==> src/rtl/smbus_enable_rx.sv <==
module smbus_enable_rx #(
  parameter int         FILT     = 3,
  parameter logic [6:0] DEV_ADDR = 7'h30,
  parameter logic [2:0] RESET_EN = 3'b000
) (
  input  logic clk,
  input  logic rst_n,
  input  logic scl_i,
  input  logic sda_i,
  output logic sda_pull_o,
  output logic en_buck3_o,
  output logic en_buck5_o,
  output logic en_fly_o
);

  localparam logic [2:0] S_IDLE = 3'd0;
  localparam logic [2:0] S_ADDR = 3'd1;
  localparam logic [2:0] S_ACK1 = 3'd2;
  localparam logic [2:0] S_CMD  = 3'd3;
  localparam logic [2:0] S_ACK2 = 3'd4;
  localparam logic [2:0] S_DONE = 3'd5;
  localparam logic [2:0] S_IGN  = 3'd6;
  localparam logic [7:0] WR_BYTE = {DEV_ADDR, 1'b0};

  logic [1:0]      scl_s, sda_s;
  logic [FILT-1:0] scl_h, sda_h;
  logic            scl_f, sda_f, scl_d, sda_d;

  always_ff @(posedge clk or negedge rst_n) begin
    if (!rst_n) begin
      scl_s <= '1;
      sda_s <= '1;
      scl_h <= '1;
      sda_h <= '1;
      scl_f <= 1'b1;
      sda_f <= 1'b1;
      scl_d <= 1'b1;
      sda_d <= 1'b1;
    end else begin
      scl_s <= {scl_s[0], scl_i};
      sda_s <= {sda_s[0], sda_i};
      scl_h <= {scl_h[FILT-2:0], scl_s[1]};
      sda_h <= {sda_h[FILT-2:0], sda_s[1]};
      if (&scl_h)       scl_f <= 1'b1;
      else if (~|scl_h) scl_f <= 1'b0;
      if (&sda_h)       sda_f <= 1'b1;
      else if (~|sda_h) sda_f <= 1'b0;
      scl_d <= scl_f;
      sda_d <= sda_f;
    end
  end

  wire scl_rise  = scl_f & ~scl_d;
  wire scl_fall  = ~scl_f & scl_d;
  wire start_det = scl_f & scl_d & sda_d & ~sda_f;
  wire stop_det  = scl_f & scl_d & ~sda_d & sda_f;

  logic [2:0] state, cnt, cmd, en;
  logic [6:0] shreg;
  logic       ack_on;
  wire  [7:0] byte_in = {shreg, sda_f};

  always_ff @(posedge clk or negedge rst_n) begin
    if (!rst_n) begin
      state  <= S_IDLE;
      cnt    <= '0;
      shreg  <= '0;
      cmd    <= '0;
      ack_on <= 1'b0;
      en     <= RESET_EN;
    end else if (start_det) begin
      state  <= S_ADDR;
      cnt    <= '0;
      ack_on <= 1'b0;
    end else if (stop_det) begin
      if (state == S_DONE) en <= cmd;
      state  <= S_IDLE;
      ack_on <= 1'b0;
    end else begin
      case (state)
        S_ADDR, S_CMD: if (scl_rise) begin
          shreg <= byte_in[6:0];
          cnt   <= cnt + 3'd1;
          if (cnt == 3'd7) begin
            if (state == S_CMD) begin
              cmd   <= byte_in[7:5];
              state <= S_ACK2;
            end else begin
              state <= (byte_in == WR_BYTE) ? S_ACK1 : S_IGN;
            end
          end
        end
        S_ACK1, S_ACK2: if (scl_fall) begin
          if (!ack_on) begin
            ack_on <= 1'b1;
          end else begin
            ack_on <= 1'b0;
            cnt    <= '0;
            state  <= (state == S_ACK1) ? S_CMD : S_DONE;
          end
        end
        S_DONE: if (scl_fall) state <= S_IGN;
        default: ;
      endcase
    end
  end

  assign sda_pull_o = ack_on;
  assign en_buck3_o = en[2];
  assign en_buck5_o = en[1];
  assign en_fly_o   = en[0];

endmodule

==> config.mk <==
export PLATFORM = sky130hd
export DESIGN_NAME = smbus_enable_rx
export DESIGN_NICKNAME = d
export VERILOG_FILES = /design/src/rtl/smbus_enable_rx.sv
export SDC_FILE = /design/constraint.sdc
export NUM_CORES = 1
export LEC_CHECK = 0
export BUFFER_PORTS_ARGS = -buffer_cell sky130_fd_sc_hd__buf_2
export CAP_MARGIN = 20
export CORE_MARGIN = 2
export CORE_UTILIZATION = 30
export CTS_BUF_LIST = sky130_fd_sc_hd__clkbuf_16
export CTS_CLUSTER_SIZE = 10
export DETAILED_ROUTE_END_ITERATION = 6
export SYNTH_ARGS = -nofsm -noshare
export SYNTH_HDL_FRONTEND = slang
export SYNTH_SLANG_ARGS = --single-unit
==> constraint.sdc <==
create_clock -name clk -period 4.8 [get_ports clk]
set_input_delay 0.96 -clock clk [delete_from_list [all_inputs] [get_ports clk]]
set_output_delay 0.96 -clock clk [all_outputs]
set_load 0.02 [all_outputs]
======== Word level (Yosys, flattened, before mapping) ========
Index checks and enable logic that the tools add are counted.
word-level totals
  bits in registers ....................... 34
  bits in latches ......................... 0
  memory bits (writable) .................. 0
  ROM bits ................................ 0
  input bits .............................. 4
  memories ................................ 0
cells by class
  add/sub/neg operators ................... 1
  multipliers ............................. 0
  div/mod/pow operators ................... 0
  order comparisons ....................... 0
  equality and inequality tests ........... 18
  shifts and indexed selects .............. 0
  mux-type cells .......................... 26
  bitwise gates (word level) .............. 13
  reduce and logical (&&, ||, !) cells .... 16
operators with widths
  cell                                            count
  2-to-1 mux 3 bit                                15
  != test 4 bit (second input constant)           5
  AND reduction 6 bit                             2
  == test 3 bit (second input constant)           3
  2-to-1 mux 1 bit                                9
  != test 3 bit (second input constant)           3
  one-hot mux 3 bit (3 select lines)              1
  AND reduction 3 bit                             3
  nonzero test 3 bit                              3
  == test 8 x 7 -> 1 bit (second input constant)  1
  bitwise AND 1 bit                               7
  == test 3 x 2 -> 1 bit (second input constant)  2
  != test 2 bit (second input constant)           3
  NOT 1 bit                                       6
  one-hot mux 3 bit (2 select lines)              1
  OR reduction 3 bit                              2
  AND reduction 5 bit                             1
  nonzero test 5 bit                              1
  AND reduction 4 bit                             1
  OR reduction 2 bit                              2
  adder 3 x 1 -> 3 bit (second input constant)    1
  == test 3 x 1 -> 1 bit (second input constant)  1
  AND reduction 2 bit                             1

======== Depth between registers and ports, before layout ========
Gate-level depths: netlist of the first run.
  word-level depth ........................ 8
  depth in mapped cells ................... 7

======== Worst setup path after synthesis of the first run ========
No wires, ideal clock.
  path kind ............................... reg-to-reg
  start ................................... register sda_f
  end ..................................... register state[0]
  setup time .............................. 125 ps
  data arrival time ....................... 1740 ps
  required time ........................... 4675 ps
  path slack .............................. 2935 ps
  stages on the path, launching flop included .. 7
  path buffers ............................ 1
  cell sequence ........................... dfstp_2 clkbuf_1 nand2b_1 nor2_1 o32a_1 o21a_1 mux2_4
between the ends
  longest elaborated chain between the ends .. 4
  elaborated cells on any way between the ends .. 12
  classes of those cells .................. eq/ne (5); mux (2); bitwise (3); reduce/logical (2)
RTL lines
  element                                                               line  RTL
  start: declaration                                                    27    logic scl_f, sda_f, scl_d, sda_d;
  start signal: assignment                                              36    sda_f <= 1'b1;
  start signal: assignment                                              46    if (&sda_h) sda_f <= 1'b1;
  start signal: assignment                                              47    else if (~|sda_h) sda_f <= 1'b0;
  NOT 1 bit                                                             55    wire start_det = scl_f & scl_d & sda_d & ~sda_f;
  bitwise AND 1 bit                                                     55
  != test 4 bit (no source line) or nonzero test 5 bit (tied branches)  --
  AND reduction 6 bit (no source line)                                  --
  end signal: assignment                                                89    state <= (byte_in == WR_BYTE) ? S_ACK1 : S_IGN;
  end signal: assignment                                                99    state <= (state == S_ACK1) ? S_CMD : S_DONE;
  end: declaration                                                      58    logic [2:0] state, cnt, cmd, en;
Several ways; a longest one is shown, not always the timed one.
A chain may end at the register's enable or synchronous reset.

======== Worst setup path in the final report of the first run ========
  start ................................... register state[2]
  end ..................................... register state[2]
between the ends
  longest elaborated chain between the ends .. 7
  elaborated cells on any way between the ends .. 23
  classes of those cells .................. eq/ne (10); mux (9); reduce/logical (4)
RTL lines
  element                                    line        RTL
  == test 3 x 2 -> 1 bit (on tied branches)  80, 99, 85
  2-to-1 mux 3 bit (on tied branches)        99, 85
  2-to-1 mux 3 bit (on tied branches)        94, 84
  2-to-1 mux 3 bit (on tied branches)        93, 81
  one-hot mux 3 bit (3 select lines)         80          case (state)
  2-to-1 mux 3 bit                           75          end else if (stop_det) begin
  2-to-1 mux 3 bit                           71          end else if (start_det) begin
Several ways; a longest one is shown, not always the timed one. The select of a mux whose other input is x is not followed.

==> results_dict.tcl, run 1 <==
set metrics [dict create \
    area_growth_pct 16.1 \
    min_path_type "reg -> reg" \
    antenna_found_initial 0 \
    layout_setup_ws_ns 2.79 \
    setup_viol 0 \
    instances_no_fill 192 \
    relSlewSlack 0.520 \
    layout-drive-gt1-share 0.352 \
    io_pins 8 \
    final.period_utilization 0.418 \
    crit_fanout 11 \
    netlist_area_um2 1470 \
    layout_commonest_cell "dfrtp_1" \
    arrival_ns 2.16 \
    clkTransAtPathRegs_ns 0.05 \
    drt_iter0_drc 66 \
    worstSetupPathType "reg -> reg" \
    synth_edf_count 0 \
    totalPowerFinal_uw 922 \
    grt_start_max_net_pins 35 \
    ctsRootBufferMaster "clkbuf_16" \
    drt-wirelength-per-cell_um 12.1 \
    yosys_warnings 0 \
    synthFlopType "dfrtp_1" \
    ir_drop_v 0.000165 \
    syn_avg_cell_area_um2 12.7 \
    rsz0062_at_grt "no" \
    place_ws_ns 2.82 \
    cts_tree "done" \
    hold_buffers 0 \
    drtPass1Iterations 4 \
    place.port_buffers 7 \
    viasPerCell 4.69 \
    fin_nets 130 \
    drv_slew 0 \
    outcome "completed" \
    drc 0 \
    first_global_vias 918 \
    grt_overflow 0 \
    synth_cells 115 \
    numCtsBuffers 5 \
    start_util 0.310 \
    fmax_ghz 0.499 \
    grt_pass1_wl_um 4140 \
    power_density_nw_per_um2 542 \
    finClkSkew_ns 0.00242 \
    final_antenna_net_count 0 \
    coreArea_um2 4720 \
    cts_sinks 34 \
    gp_congestion 0.829 \
    async_flop_share 1.00 \
    die_h_um 73.9 \
    wirelength_um 2330 \
    p_leak_uw 0.000757 \
    rows 25 \
    die_area_um2 5460 \
    diodes 0 \
    synth-seq-cells 34 \
    fin_crit_ns 2.01 \
    cap_violations 0 \
    hold_violations 0 \
    layout_common_cells "dfrtp_1 (20), dfstp_2 (14), mux2_2 (12)" \
    setup_tns_ns 0 \
    crit_path_start_kind "flop" \
    clock_latency_ns 0.27 \
    worst_pin_slew_ns 0.721 \
    endpoint_kind "flop" \
    die_width_um 73.9 \
    ctsLongestPathBuffers 2 \
    worst_ep_required_time_ns 4.96 \
    place_hpwl_um 1680 \
    cts_setup_buffers 0 \
    dp.cells 184 \
    ys_seq_area_frac 0.593 \
    fillers 454 \
    synth_nets 121 \
    vias 900 \
    grtUsageTotal 0.105 \
    htree_levels 2 \
    ys_types 36 \
    ctsResizeCount 0 \
]
==> Yosys cell counts (2+ instances only) <==
library cell | number | area [µm²]
nand2_1 | 3 | 11.3
a21oi_1 | 3 | 15.0
nand3_1 | 2 | 10.0
nor2b_1 | 2 | 12.5
a21boi_0 | 2 | 15.0
nand2b_1 | 4 | 25.0
inv_1 | 2 | 7.51
ha_1 | 2 | 25.0
clkbuf_1 | 4 | 15.0
mux2_4 | 2 | 30.0
nor2_1 | 8 | 30.0
mux2_1 | 2 | 22.5
nor3b_1 | 3 | 22.5
mux2_2 | 12 | 135
a211oi_1 | 2 | 15.0
xnor2_1 | 3 | 26.3
o21ai_0 | 6 | 30.0
dfstp_2 | 14 | 368
a22o_1 | 3 | 26.3
dfrtp_1 | 20 | 500
==> critical path, stage by stage (launching register included) <==
cell     delay, ns
dfrtp_1       0.49
xnor2_1       0.19
or2_1         0.26
o32a_1        0.39
o21a_1        0.24
mux2_4        0.31
==> stage by stage <==
| stage | area (µm²) | util | hold slack [ns] |
|---|---|---|---|
| floorplan | 1470 | - | 0.345 |
| CTS | 1700 | 0.360 | 0.355 |
| global route | 1700 | 0.360 | 0.359 |
| detailed placement | 1560 | 0.330 | 0.347 |
| finish | 1700 | 0.360 | 0.354 |
| global placement | 1550 | 0.329 | 0.346 |
==> routing by layer <==
layer | part of all wire | GRT usage
met4 | 0.021 | 0.0727
met1 | 0.44 | 0.109
met5 | 0 | 0
met2 | 0.52 | 0.174
met3 | 0.025 | 0.0370
==> cell families (layout without fill, tap and decap cells) <==
group                      Yosys count  in the layout  synth area share
xor gates and xnor gates             3              3            0.0179
DFF                                 34             34             0.593
AOI/OAI and AO/OA                   21             21            0.0982
adders and majority gates            2              2            0.0171
and+or+nand+nor                     30             30             0.113
muxes                               17             17             0.135
buffers and inverters                8             18            0.0265
==> where the power goes <==
group | internal, µW | total [µW] | switching, µW
logic | 125 | 228 | 103
clock network | 189 | 298 | 109
registers | 337 | 396 | 58.8
total | 650 | 922 | 271
==> state kept, by name (all words and copies together), names as in the netlist, 3 cells and up <==
name,cells
state,3
scl_h,3
shreg,7
en,3
sda_h,3
cmd,3
cnt,3
==> area by class of cell <==
class	count	area [µm²]	area share
clock buffers	5	125	0.0735
clock inverters	3	16.3	0.00956
inverters	2	7.51	0.00441
multi-input cells	73	558	0.328
flip-flops and latches	34	868	0.510
well taps	67	83.8	0.0493
repair buffers	8	42.5	0.0250
==> worst paths after layout <==
path                                 startpoint  slack [ns]  cells past startpoint              endpoint
min                          scl_s[1]$_DFF_PN1_        0.35                      0    scl_h[0]$_DFF_PN1_
min in group asynchronous                 rst_n        0.74                      1  state[0]$_DFFE_PN0P_
min reg2reg                  scl_s[1]$_DFF_PN1_        0.35                      0    scl_h[0]$_DFF_PN1_
max in group asynchronous                 rst_n        3.59                      1  shreg[5]$_DFFE_PN0P_
max reg2reg                state[2]$_DFFE_PN0P_        2.79                      5  state[2]$_DFFE_PN0P_
max                        state[2]$_DFFE_PN0P_        2.79                      5  state[2]$_DFFE_PN0P_
(Power assumes the default switching activity.)
==> run 2, diff against run 1 <==
==> constraint.sdc (replaced) <==
create_clock -name clk -period 1.7 [get_ports clk]
set_input_delay 0.34 -clock clk [delete_from_list [all_inputs] [get_ports clk]]
set_output_delay 0.34 -clock clk [all_outputs]
set_load 0.02 [all_outputs]
==> results_dict.tcl, run 2 (same netlist as run 1, synthesis figures left out) <==
set metrics [dict create \
    numCtsBuffers 5 \
    cap_violations 0 \
    vias 961 \
    crit_start "state[0]$_DFFE_PN0P_" \
    hold_slack_ns 0.132 \
    internal_power_uw 2230 \
    p_sw_frac 0.284 \
    crit_path_cell_trace "or2_1 > o32a_1 > o21a_2 > mux2_4" \
    drc 0 \
    pwr-share-comb 0.339 \
    place.port_buffers 7 \
    hold_violations 0 \
    drt-wirelength-per-cell_um 12.3 \
    fin_crit_ns 1.76 \
    slowest_stage "dfrtp_1" \
    wirelength_um 2580 \
    die_width_um 73.9 \
    drt_iter0_drc 36 \
    crit_path_start_kind "flop" \
    crit_family "compound AO/OA/AOI/OAI gates" \
    multi_input_area_um2 633 \
    cts_tree "done" \
    final_cell_area_um2 1940 \
    grtUsageTotal 0.109 \
    place_hpwl_um 1820 \
    grt_pass1_wl_um 4360 \
    cts_sinks 34 \
    drtPass1Iterations 4 \
    antenna_found_initial 0 \
    reg2regPathDepth 4 \
    crit_buf_inv 0 \
    max_stage_delay_ns 0.50 \
    finClkSkew_ns 0.00426 \
    p_sw_uw 885 \
    final.period_utilization 1.04 \
    crit_fanout 9 \
    die_area_um2 5460 \
    ctsLongestPathBuffers 2 \
    ctsRootBufferMaster "clkbuf_16" \
    rows 25 \
    io_pins 8 \
    layout-drive-gt1-share 0.542 \
    worstSetupPathType "reg -> reg" \
    layout_commonest_cell "dfrtp_1" \
    p_clk_frac 0.318 \
    largest_reg_flops 7 \
    fin_util 0.412 \
    dpl-instance-area_um2 1700 \
    relSlewSlack 0.513 \
    rr_endpoint "state[2]$_DFFE_PN0P_" \
    start_util 0.310 \
    min_path_type "in -> async" \
    htree_levels 2 \
    layout_setup_ws_ns -0.0644 \
    outcome "finished with violations" \
    die_h_um 73.9 \
    drv_slew 0 \
    power_density_nw_per_um2 1600 \
    p_leak_uw 0.000882 \
    diodes 0 \
    clock_latency_ns 0.27 \
    final_antenna_net_count 0 \
    largest-register "shreg" \
    seqPwrFrac 0.344 \
    first_global_vias 963 \
    ff2ff_setup_slack_ns -0.06 \
    violations "setup timing" \
    layout_common_cells "dfrtp_1 (20), buf_4 (16), dfstp_2 (14)" \
    gp_congestion 0.752 \
    ir_drop_v 0.000550 \
    area_growth_pct 32.7 \
    seq_area_um2 868 \
    viasPerCell 4.60 \
    rsz0062_at_grt "yes" \
    worst_pin_slew_ns 0.730 \
    clkTransAtPathRegs_ns 0.05 \
    fillers 427 \
    arrival_ns 1.92 \
    fin_nets 147 \
    fmax_ghz 0.567 \
    totalPowerFinal_uw 3120 \
    coreArea_um2 4720 \
    grt_overflow 0 \
    setup_viol 3 \
    worst_ep_required_time_ns 1.85 \
    endpoint_kind "flop" \
    rr_startpoint "state[0]$_DFFE_PN0P_" \
    grt_start_max_net_pins 35 \
]
## run 2: cell count changes in the layout (fill, tap and decap cells not counted), moves of 2 or more
| cell | previous run | this run |
|---|---|---|
| a211oi_2 | 0 | 2 |
| nor2_1 | 8 | 6 |
| ha_1 | 2 | 0 |
| nand2b_4 | 0 | 2 |
| buf_4 | 1 | 16 |
| ha_2 | 0 | 2 |
| a211oi_1 | 2 | 0 |
| nand2b_1 | 4 | 2 |
| nor3b_1 | 3 | 1 |
## run 2: per-layer routing
layer	GRT usage	share of wire
met5	0	0
met1	0.120	0.41
met3	0.0384	0.018
met4	0.0768	0.025
met2	0.175	0.54
## run 2: metrics by stage
stage	TNS, ns	setup slack [ns]	instances
4_1_cts	-0.153	-0.0607	209
6_report	-0.131	-0.0644	209
5_1_grt	-0.415	-0.116	209
2_1_floorplan	-0.195	-0.0974	115
3_3_place_gp	-0.126	-0.0441	200
3_5_place_dp	-0.257	-0.0681	200
## run 2: worst max-delay path by stage
stage / end / slack [ns] / depth (start not counted)
after CTS: state[2]$_DFFE_PN0P_ / -0.06 / 5
after floorplan: state[0]$_DFFE_PN0P_ / -0.1 / 6
final: state[2]$_DFFE_PN0P_ / -0.06 / 4
after detailed placement: state[0]$_DFFE_PN0P_ / -0.07 / 5
after global routing: state[2]$_DFFE_PN0P_ / -0.12 / 4
after global placement: state[2]$_DFFE_PN0P_ / -0.04 / 5
## run 2: power by group through the flow
stage               clock [µW]  sequential (µW)  combinational, µW
floorplan                    0             1030                629
global placement             0             1060                904
detailed placement           0             1070                934
CTS                       1010             1060                947
global route              1050             1090               1140
finish                     990             1070               1060
## run 2: area by class of cell
class,count,area share
tap,67,0.0431
multi-input combinational,73,0.326
timing repair buffer,25,0.0959
clock inverter,3,0.0206
sequential,34,0.447
inverter,2,0.00386
clock buffer,5,0.0644
## run 2: what timing repair did
action,in CTS,in global routing
endpoints found under the setup margin,11,16
setup buffers,1,0
pin swaps,2,3
gates cloned,0,0
resized for setup,2,14
hold buffers,0,0
hold endpoints to repair,0,0
==> run 3, diff against run 2 <==
--- a/config.mk
+++ b/config.mk
@@ -5,13 +5,13 @@
 export SDC_FILE = /design/constraint.sdc
 export NUM_CORES = 1
 export LEC_CHECK = 0
-export BUFFER_PORTS_ARGS = -buffer_cell sky130_fd_sc_hd__buf_2
 export CAP_MARGIN = 20
 export CORE_MARGIN = 2
 export CORE_UTILIZATION = 30
 export CTS_BUF_LIST = sky130_fd_sc_hd__clkbuf_16
 export CTS_CLUSTER_SIZE = 10
 export DETAILED_ROUTE_END_ITERATION = 6
+export DONT_BUFFER_PORTS = 1
 export SYNTH_ARGS = -nofsm -noshare
 export SYNTH_HDL_FRONTEND = slang
 export SYNTH_SLANG_ARGS = --single-unit
==> results_dict.tcl, run 3 (same netlist as run 1, synthesis figures left out) <==
set metrics [dict create \
    outcome "finished with violations" \
    violations "setup timing" \
    hold_violations 0 \
    numCtsBuffers 5 \
    crit_path_cell_trace "xnor2_1 > or2_1 > o32a_1 > o21a_2 > mux2_4" \
    setup_viol 2 \
    gp_congestion 0.807 \
    grt_start_max_net_pins 35 \
    layout_common_cells "buf_4 (22), dfrtp_1 (20), dfstp_2 (14)" \
    wirelength_um 2810 \
    finClkSkew_ns 0.00382 \
    slowest_stage "dfrtp_1" \
    rows 25 \
    start_util 0.310 \
    fin_nets 147 \
    largest-register "shreg" \
    crit_start "state[2]$_DFFE_PN0P_" \
    dp.cells 194 \
    ff2ff_setup_slack_ns -0.08 \
    fin_crit_ns 1.78 \
    drtPass1Iterations 4 \
    pwr-share-comb 0.356 \
    max_stage_delay_ns 0.39 \
    cap_violations 0 \
    final.period_utilization 1.05 \
    io_pins 8 \
    final_cell_area_um2 1940 \
    p_sw_frac 0.301 \
    relSlewSlack 0.691 \
    worst_pin_slew_ns 0.459 \
    coreArea_um2 4720 \
    drc 0 \
    hold_slack_ns 0.0598 \
    cts_sinks 34 \
    min_path_type "in -> reg" \
    instances_no_fill 209 \
    fmax_ghz 0.563 \
    ctsLongestPathBuffers 2 \
    p_leak_uw 0.000867 \
    cts_tree "done" \
    drt_iter0_drc 42 \
    rr_endpoint "state[2]$_DFFE_PN0P_" \
    drt-wirelength-per-cell_um 13.5 \
    antenna_found_initial 0 \
    layout-drive-gt1-share 0.528 \
    place.port_buffers 0 \
    layout_commonest_cell "buf_4" \
    power_density_nw_per_um2 1530 \
    rsz0062_at_grt "yes" \
    worstSetupPathType "reg -> reg" \
    die_area_um2 5460 \
    die_width_um 73.9 \
    crit_family "compound AO/OA/AOI/OAI gates" \
    htree_levels 2 \
    first_global_vias 1002 \
    endpoint_kind "flop" \
    diodes 0 \
    dpl-instance-area_um2 1660 \
    vias 976 \
    rr_startpoint "state[2]$_DFFE_PN0P_" \
    final_antenna_net_count 0 \
    layout_setup_ws_ns -0.0777 \
    fin_util 0.410 \
    arrival_ns 1.94 \
    reg2regPathDepth 5 \
    grtUsageTotal 0.110 \
    clock_latency_ns 0.28 \
    crit_path_start_kind "flop" \
    grt_pass1_wl_um 4300 \
    p_clk_frac 0.286 \
    hold_depth 0 \
    ctsRootBufferMaster "clkbuf_16" \
    internal_power_uw 2060 \
    viasPerCell 4.67 \
    largest_reg_flops 7 \
    drv_slew 0 \
    crit_cells 5 \
    place_hpwl_um 1770 \
    grt_overflow 0 \
    crit_end "state[2]$_DFFE_PN0P_" \
    area_growth_pct 32.1 \
    crit_buf_inv 0 \
    seqPwrFrac 0.359 \
    ir_drop_v 0.000516 \
    die_h_um 73.9 \
    worst_ep_required_time_ns 1.86 \
    p_sw_uw 889 \
    clkTransAtPathRegs_ns 0.05 \
    crit_fanout 3 \
]
## run 3: how the worst min path moves through the flow
stage	startpoint	to
floorplan	rst_n	cmd[0]$_DFFE_PN0P_
global placement	rst_n	sda_pull_o$_DFFE_PN0P_
detailed placement	rst_n	sda_pull_o$_DFFE_PN0P_
CTS	scl_i	scl_s[0]$_DFF_PN1_
global route	sda_i	sda_s[0]$_DFF_PN1_
finish	scl_i	scl_s[0]$_DFF_PN1_
## run 3: area by class of cell
class                      count  area (µm²)
clock buffer                   5         125
clock inverter                 3        13.8
fill                         434        2790
inverter                       2        7.51
multi-input combinational     73         631
sequential                    34         868
tap                           67        83.8
timing repair buffer          25         206
## run 3: worst register-to-register path, delay by kind of cell, from the launching register on
kind / cells / cell delay, ns
AOI/OAI and AO/OA: 2 / 0.57
and+or+nand+nor: 1 / 0.25
xor gates and xnor gates: 1 / 0.15
DFF: 1 / 0.39
muxes: 1 / 0.30
## run 3: power by group through the flow
stage                     registers (µW)  logic [µW]  clock network, µW
after global placement              1060         843                  0
after global routing                1070        1140                920
after detailed placement            1070         869                  0
after floorplan                     1030         629                  0
final                               1060        1050                843
after CTS                           1060         937                867
## run 3: per-layer routing
metal | GRT usage | vias to the layer above | part of all wire
met2 | 0.168 | 13 | 0.50
li1 | - | 459 | -
met4 | 0.0848 | 0 | 0.045
met5 | 0 | - | 0
met3 | 0.0453 | 10 | 0.028
met1 | 0.122 | 494 | 0.43
## run 3: through the flow
stage | setup TNS [ns] | worst slack [ns] | power, µW
after floorplan | -0.195 | -0.0974 | 1660
final | -0.152 | -0.0777 | 2950
after CTS | -0.0859 | -0.0456 | 2860
after global routing | -0.358 | -0.117 | 3130
after global placement | -0.0759 | -0.0380 | 1900
after detailed placement | -0.139 | -0.0658 | 1940
## run 3: repair_timing
| item | CTS | global route |
|---|---|---|
| cloned | 0 | 1 |
| setup endpoints to repair | 3 | 16 |
| buffers inserted | 1 | 3 |
| pin swaps | 2 | 5 |
| hold endpoints to repair | 34 | 0 |
| hold buffers | 2 | 0 |
| gates resized for setup | 3 | 11 |
